$ cat src/rtl/sdw_pkg.sv
// Shared types for sub-dword field selection.
// Assumes a 32-bit lane; the field codes are defined against that width.
package sdw_pkg;
    localparam int WORD_W = 32;
    localparam int POS_W  = $clog2(WORD_W);
    localparam int LEN_W  = POS_W + 1;

    typedef enum logic [2:0] {
        SEL_B0   = 3'd0,
        SEL_B1   = 3'd1,
        SEL_B2   = 3'd2,
        SEL_B3   = 3'd3,
        SEL_H0   = 3'd4,
        SEL_H1   = 3'd5,
        SEL_FULL = 3'd6,
        SEL_RSVD = 3'd7
    } sel_e;

    typedef enum logic [1:0] {
        FILL_ZERO = 2'd0,
        FILL_SIGN = 2'd1,
        FILL_KEEP = 2'd2,
        FILL_RSVD = 2'd3
    } fill_e;

    typedef struct packed {
        logic [POS_W-1:0] lsb;
        logic [LEN_W-1:0] width;
    } field_t;

    // Map a select code to the field position and width; reserved code acts as whole word.
    function automatic field_t decode_field(input logic [2:0] code);
        field_t f;
        case (code)
            SEL_B0, SEL_B1, SEL_B2, SEL_B3: begin
                f.lsb   = POS_W'({code[1:0], 3'b000});
                f.width = LEN_W'(8);
            end
            SEL_H0, SEL_H1: begin
                f.lsb   = POS_W'({code[0], 4'b0000});
                f.width = LEN_W'(16);
            end
            default: begin
                f.lsb   = '0;
                f.width = LEN_W'(WORD_W);
            end
        endcase
        return f;
    endfunction

    // Mask of `width` ones aligned at bit 0.
    function automatic logic [WORD_W-1:0] low_ones(input logic [LEN_W-1:0] width);
        logic [WORD_W:0] wide;
        wide = (WORD_W+1)'(1) << width;
        return WORD_W'(wide - (WORD_W+1)'(1));
    endfunction
endpackage

$ cat src/rtl/sdw_extract.sv
// Source extractor: picks a byte, halfword or the whole word out of a source
// and widens it to a full word with zeros or with its own top bit.
// Assumes the select code follows sdw_pkg::sel_e; purely combinational.
module sdw_extract
    import sdw_pkg::*;
(
    input  logic [WORD_W-1:0] src,
    input  logic [2:0]        sel,
    input  logic              sext,
    output logic [WORD_W-1:0] op
);
    field_t            fld;
    logic [WORD_W-1:0] shifted;
    logic [WORD_W-1:0] keep_mask;
    logic [POS_W-1:0]  top_pos;
    logic              top_bit;

    // Locate the field and align it to bit 0.
    always_comb begin
        fld       = decode_field(sel);
        shifted   = src >> fld.lsb;
        keep_mask = low_ones(fld.width);
        top_pos   = POS_W'(fld.width - LEN_W'(1));
        top_bit   = shifted[top_pos];
    end

    // Widen: keep the field, fill above it by the sign flag (no room above a whole word).
    always_comb begin
        op = shifted & keep_mask;
        if (sext && top_bit) begin
            op = op | ~keep_mask;
        end
    end
endmodule

$ cat src/rtl/sdw_merge.sv
// Destination merger: writes the low bits of the result into the selected
// field and fills the rest by the chosen policy (zero, sign-above, keep).
// Assumes sdw_pkg codes; purely combinational.
module sdw_merge
    import sdw_pkg::*;
(
    input  logic [WORD_W-1:0] res,
    input  logic [WORD_W-1:0] old,
    input  logic [2:0]        sel,
    input  logic [1:0]        fill,
    output logic [WORD_W-1:0] dst
);
    field_t            fld;
    logic [WORD_W-1:0] width_mask;
    logic [WORD_W-1:0] field_mask;
    logic [WORD_W-1:0] below_mask;
    logic [WORD_W-1:0] above_mask;
    logic [WORD_W-1:0] placed;
    logic [POS_W-1:0]  top_pos;
    logic              res_top;

    // Build the field, below and above masks and the placed result field.
    always_comb begin
        fld        = decode_field(sel);
        width_mask = low_ones(fld.width);
        field_mask = width_mask << fld.lsb;
        below_mask = low_ones(LEN_W'(fld.lsb));
        above_mask = ~(field_mask | below_mask);
        placed     = (res & width_mask) << fld.lsb;
        top_pos    = POS_W'(fld.width - LEN_W'(1));
        res_top    = res[top_pos];
    end

    // Combine the placed field with the bits chosen by the fill policy.
    always_comb begin
        case (fill)
            FILL_ZERO: dst = placed;
            FILL_SIGN: dst = placed | (res_top ? above_mask : '0);
            default:   dst = placed | (old & ~field_mask);
        endcase
    end
endmodule

$ cat src/rtl/subdword_sel_merge.sv
// Top: two source extractors, one destination merger, and an optional
// output register stage chosen by OUT_REG (synchronous active-low reset).
// Assumes a 32-bit lane; the lane operation itself lives outside.
module subdword_sel_merge
    import sdw_pkg::*;
#(
    parameter bit OUT_REG = 1'b0
) (
    input  logic              clk,
    input  logic              rst_n,
    input  logic [WORD_W-1:0] src0_i,
    input  logic [WORD_W-1:0] src1_i,
    input  logic [2:0]        sel0_i,
    input  logic [2:0]        sel1_i,
    input  logic              sext0_i,
    input  logic              sext1_i,
    input  logic [WORD_W-1:0] res_i,
    input  logic [WORD_W-1:0] old_i,
    input  logic [2:0]        dsel_i,
    input  logic [1:0]        fill_i,
    output logic [WORD_W-1:0] op0_o,
    output logic [WORD_W-1:0] op1_o,
    output logic [WORD_W-1:0] dst_o
);
    localparam int NUM_SRC = 2;

    logic [NUM_SRC-1:0][WORD_W-1:0] src_v;
    logic [NUM_SRC-1:0][2:0]        sel_v;
    logic [NUM_SRC-1:0]             sext_v;
    logic [NUM_SRC-1:0][WORD_W-1:0] op_v;
    logic [WORD_W-1:0]              dst_c;

    assign src_v  = {src1_i, src0_i};
    assign sel_v  = {sel1_i, sel0_i};
    assign sext_v = {sext1_i, sext0_i};

    for (genvar i = 0; i < NUM_SRC; i++) begin : g_src
        sdw_extract u_ext (
            .src  (src_v[i]),
            .sel  (sel_v[i]),
            .sext (sext_v[i]),
            .op   (op_v[i])
        );
    end

    sdw_merge u_merge (
        .res  (res_i),
        .old  (old_i),
        .sel  (dsel_i),
        .fill (fill_i),
        .dst  (dst_c)
    );

    // Input view aligned with the outputs, used only by the checks below.
    logic [WORD_W-1:0] a_src0, a_src1, a_res, a_old;
    logic [2:0]        a_sel0, a_sel1, a_dsel;
    logic              a_sext1;
    logic [1:0]        a_fill;
    logic              primed;

    if (OUT_REG) begin : g_reg
        // Output stage: capture extracted operands and merged word each cycle.
        always_ff @(posedge clk) begin
            if (!rst_n) begin
                op0_o <= '0;
                op1_o <= '0;
                dst_o <= '0;
            end else begin
                op0_o <= op_v[0];
                op1_o <= op_v[1];
                dst_o <= dst_c;
            end
        end

        // Delayed input copy so checks compare outputs with their own inputs.
        always_ff @(posedge clk) begin
            if (!rst_n) begin
                primed  <= 1'b0;
                a_src0  <= '0;
                a_src1  <= '0;
                a_res   <= '0;
                a_old   <= '0;
                a_sel0  <= '0;
                a_sel1  <= '0;
                a_dsel  <= '0;
                a_sext1 <= 1'b0;
                a_fill  <= '0;
            end else begin
                primed  <= 1'b1;
                a_src0  <= src0_i;
                a_src1  <= src1_i;
                a_res   <= res_i;
                a_old   <= old_i;
                a_sel0  <= sel0_i;
                a_sel1  <= sel1_i;
                a_dsel  <= dsel_i;
                a_sext1 <= sext1_i;
                a_fill  <= fill_i;
            end
        end
    end else begin : g_comb
        assign op0_o   = op_v[0];
        assign op1_o   = op_v[1];
        assign dst_o   = dst_c;
        assign primed  = 1'b1;
        assign a_src0  = src0_i;
        assign a_src1  = src1_i;
        assign a_res   = res_i;
        assign a_old   = old_i;
        assign a_sel0  = sel0_i;
        assign a_sel1  = sel1_i;
        assign a_dsel  = dsel_i;
        assign a_sext1 = sext1_i;
        assign a_fill  = fill_i;
    end


    full_src_passthru_chk: assert property (@(posedge clk) disable iff (!rst_n)
        (primed && a_sel0 == SEL_FULL) |-> (op0_o == a_src0));


    byte3_sign_fill_chk: assert property (@(posedge clk) disable iff (!rst_n)
        (primed && a_sel1 == SEL_B3 && a_sext1) |-> (op1_o == {{24{a_src1[31]}}, a_src1[31:24]}));


    pad_outside_zero_chk: assert property (@(posedge clk) disable iff (!rst_n)
        (primed && a_dsel == SEL_B1 && a_fill == FILL_ZERO) |-> (dst_o[31:16] == '0 && dst_o[7:0] == '0));


    sign_fill_above_chk: assert property (@(posedge clk) disable iff (!rst_n)
        (primed && a_dsel == SEL_H0 && a_fill == FILL_SIGN) |-> (dst_o[31:16] == {16{a_res[15]}}));


    keep_outside_chk: assert property (@(posedge clk) disable iff (!rst_n)
        (primed && a_dsel == SEL_H1 && a_fill == FILL_KEEP) |-> (dst_o[15:0] == a_old[15:0]));


    full_dst_result_chk: assert property (@(posedge clk) disable iff (!rst_n)
        (primed && a_dsel == SEL_FULL) |-> (dst_o == a_res));
endmodule

$ cat config.mk
export PLATFORM = sky130hd
export DESIGN_NAME = subdword_sel_merge
export DESIGN_NICKNAME = d
export VERILOG_FILES = /design/src/rtl/sdw_pkg.sv /design/src/rtl/sdw_extract.sv /design/src/rtl/sdw_merge.sv /design/src/rtl/subdword_sel_merge.sv
export SDC_FILE = /design/constraint.sdc
export NUM_CORES = 1
export LEC_CHECK = 0
export BUFFER_PORTS_ARGS = -buffer_cell sky130_fd_sc_hd__buf_2
export CORE_ASPECT_RATIO = 1.2
export CORE_MARGIN = 2
export CORE_UTILIZATION = 35
export DETAILED_ROUTE_END_ITERATION = 7
export GPL_TIMING_DRIVEN = 1
export PLACE_DENSITY = 0.73
export SLEW_MARGIN = 20
export SYNTH_ARGS = -nofsm -noshare
export SYNTH_HDL_FRONTEND = slang
export SYNTH_SLANG_ARGS = --single-unit
$ cat constraint.sdc
create_clock -name vclk -period 2.2
set_input_delay 0.22 -clock vclk [all_inputs]
set_output_delay 0.22 -clock vclk [all_outputs]
set_load 0.02 [all_outputs]
==> impl_metrics.ini <==
[clock_tree]
cts_hold_buf = 0

[global_routing]
gr-usage-all-layers_pct = 28.24
busiest_layer = met2
use_met2_pct = 52.57
grt_pass1_wl_mm = 24.66
use_met3_pct = 3.624
grt_overflow = 0
grt_pass1_vias = 5251
grt_max_degree = 27
met1_usage_pct = 29.72
antenna_found_initial = 0

[cells_and_area]
seq_cells = 0
final_common_cell = buf_2
nClkBuffers = 0
post_layout_nonfiller_instances = 887
fin_nets = 922
layout_common_cells = 154 x buf_2, 99 x nand2_1, 83 x buf_6
seq_area_um2 = 0
syn_to_final_growth_pct = 92.50
diodes = 0
post_route_cells_drive_above_1_share_pct = 61.91

[synthesis]
syn_area_mm2 = 0.003403
synth.distinct_cells = 49
synth_seq_area_share_pct = 0
synthCells = 481
synth_top_cells_by_area = nand2_1 11%, mux4_2 9.9%, mux2i_1 7.1%
synth_warnings = 0
yosys.area.top_type = nand2_1
avgSynthCellArea_um2 = 7.075
synth_nets = 637
synth_top_cell_area_share_pct = 11.14

[setup_path]
start_kind = primary input
crit_start = sel0_i[2]
crit_slowest_cell = a2111o_1
crit_arrival_ns = 2.22
worst-path-buf-inv = 3
endpoint_kind = output port
cp_num_cells = 10
cp_top_family = compound AO/OA/AOI/OAI gates
timing.critical_path.mode_cell = buf_6
cpPeakStageDelay_ns = 0.34
crit_path_max_fanout = 9
critPathKind = primary input to output port
cp_data_required_time_ns = 1.98
path_cells = buf_6 -> or2b_1 -> ha_2 -> and4bb_2 -> a2111o_1 -> a41oi_2 -> o211ai_4 -> buf_12 -> a21boi_2 -> buf_6

[placement]
gp_congestion = 0.9493
portBuffers = 237
place_inst = 878
place_hpwl_mm = 12.27
post-place-ws_ns = -0.2488

[routing]
vias = 5273
via_per_inst = 5.945
ant_nets = 0
first_pass_iters = 5
wirelength_mm = 16.48
wire_per_inst_um = 18.58
drc = 0
drt_iter0_drc = 272

[floorplan]
die_w_um = 94.02
coreArea_mm2 = 0.009515
row_count = 39
start_util_pct = 35.77
dieArea_mm2 = 0.01053
die_y_um = 112.0
io_pins = 239

[job]
drv_cap = 0

[timing]
hold_violations = 0
rsz0062_at_grt = yes
post-route-period-util_pct = 110.7
finalWorstSetupSlack_ns = -0.2351
clock.fmax_mhz = 410.7
worst_pin_slew_ns = 0.5222
drv_slew = 0
finalSetupViolations = 73
fin_crit_ns = 2.435
slew_headroom_pct = 65.18

[power]
p_per_area_mw_per_mm2 = 357.6
power_mw = 2.343
switching_share_pct = 53.05
p_leak_nw = 3.075
p_int_mw = 1.100
ir_drop_mv = 0.1989
p_sw_mw = 1.243
pwr-share-seq_pct = 0
combPwrFrac_pct = 100.0
clockPowerShare_pct = 0

[outcome]
status = finished, violations left
violations = setup timing

[hold_path]
hp-start = old_i[9]
hold_path.class = primary input to output port
hold_depth = 3
-- metal layers --
| layer | vias to the layer above | share of wire [%] | wire length, µm |
|---|---|---|---|
| met5 | - | 0 | 0 |
| met1 | 2427 | 34 | 5667 |
| met2 | 373 | 52 | 8540 |
| met4 | 0 | 6.2 | 1023 |
| li1 | 2397 | - | - |
| met3 | 76 | 7.6 | 1252 |
-- logic make-up after synthesis --
logic type	synth area share (%)
AND/OR/NAND/NOR	25.96
multiplexers	18.97
adder cells (fa/ha/maj)	4.780
buffers and inverters	8.529
AO/OA/AOI/OAI	41.77
-- through the flow --
stage               TNS (ns)  hold WS (ns)  utilization [%]  area, µm²
detailed placement    -16.47        0.7614            58.91       5605
CTS                   -9.166        0.7642            66.34       6312
global placement      -12.67        0.7634            58.91       5605
global route          -16.26        0.7774            68.85       6551
finish                -11.09        0.7624            68.85       6551
floorplan             -3.736        0.5928                -       3849
-- final cells by class --
class                      count  area [µm²]
fill                         698        2964
timing repair buffer         327        2501
tap                          123       153.9
multi-input combinational    422        3840
inverter                      15       56.30
-- synthesized netlist by cell type, types with 7 or more instances --
cell      instances
a21oi_1          25
clkbuf_1         18
and3_1           10
o221ai_1          8
a21oi_2          13
o21ai_2          27
nor2_1           17
nand2b_1          7
o21ai_0          40
nand3_1          12
a32o_1            8
buf_2            14
ha_1             13
a32oi_1           8
mux2i_1          24
inv_1            15
nor2b_1           9
nand2_1         101
a221oi_1         12
a221o_1           9
mux4_2           15
a211o_1           9
-- power by group through the flow --
| stage | Clock (mW) | Combinational (mW) | Sequential, mW |
|---|---|---|---|
| 2_1_floorplan | 0 | 1.21 | 0 |
| 3_3_place_gp | 0 | 1.85 | 0 |
| 3_5_place_dp | 0 | 1.88 | 0 |
| 4_1_cts | 0 | 2.21 | 0 |
| 5_1_grt | 0 | 2.47 | 0 |
| 6_report | 0 | 2.34 | 0 |
-- final timing paths --
check,end,slack [ns]
setup / recovery,op0_o[15],-0.24
hold / removal,dst_o[9],0.76
-- repair_timing --
| item | CTS | global route |
|---|---|---|
| cloned | 1 | 1 |
| endpoints found under the setup margin | 96 | 95 |
| buffers inserted | 3 | 5 |
| pin swaps | 13 | 8 |
| resized for setup | 200 | 38 |
Power figures use the tool's default switching activity.
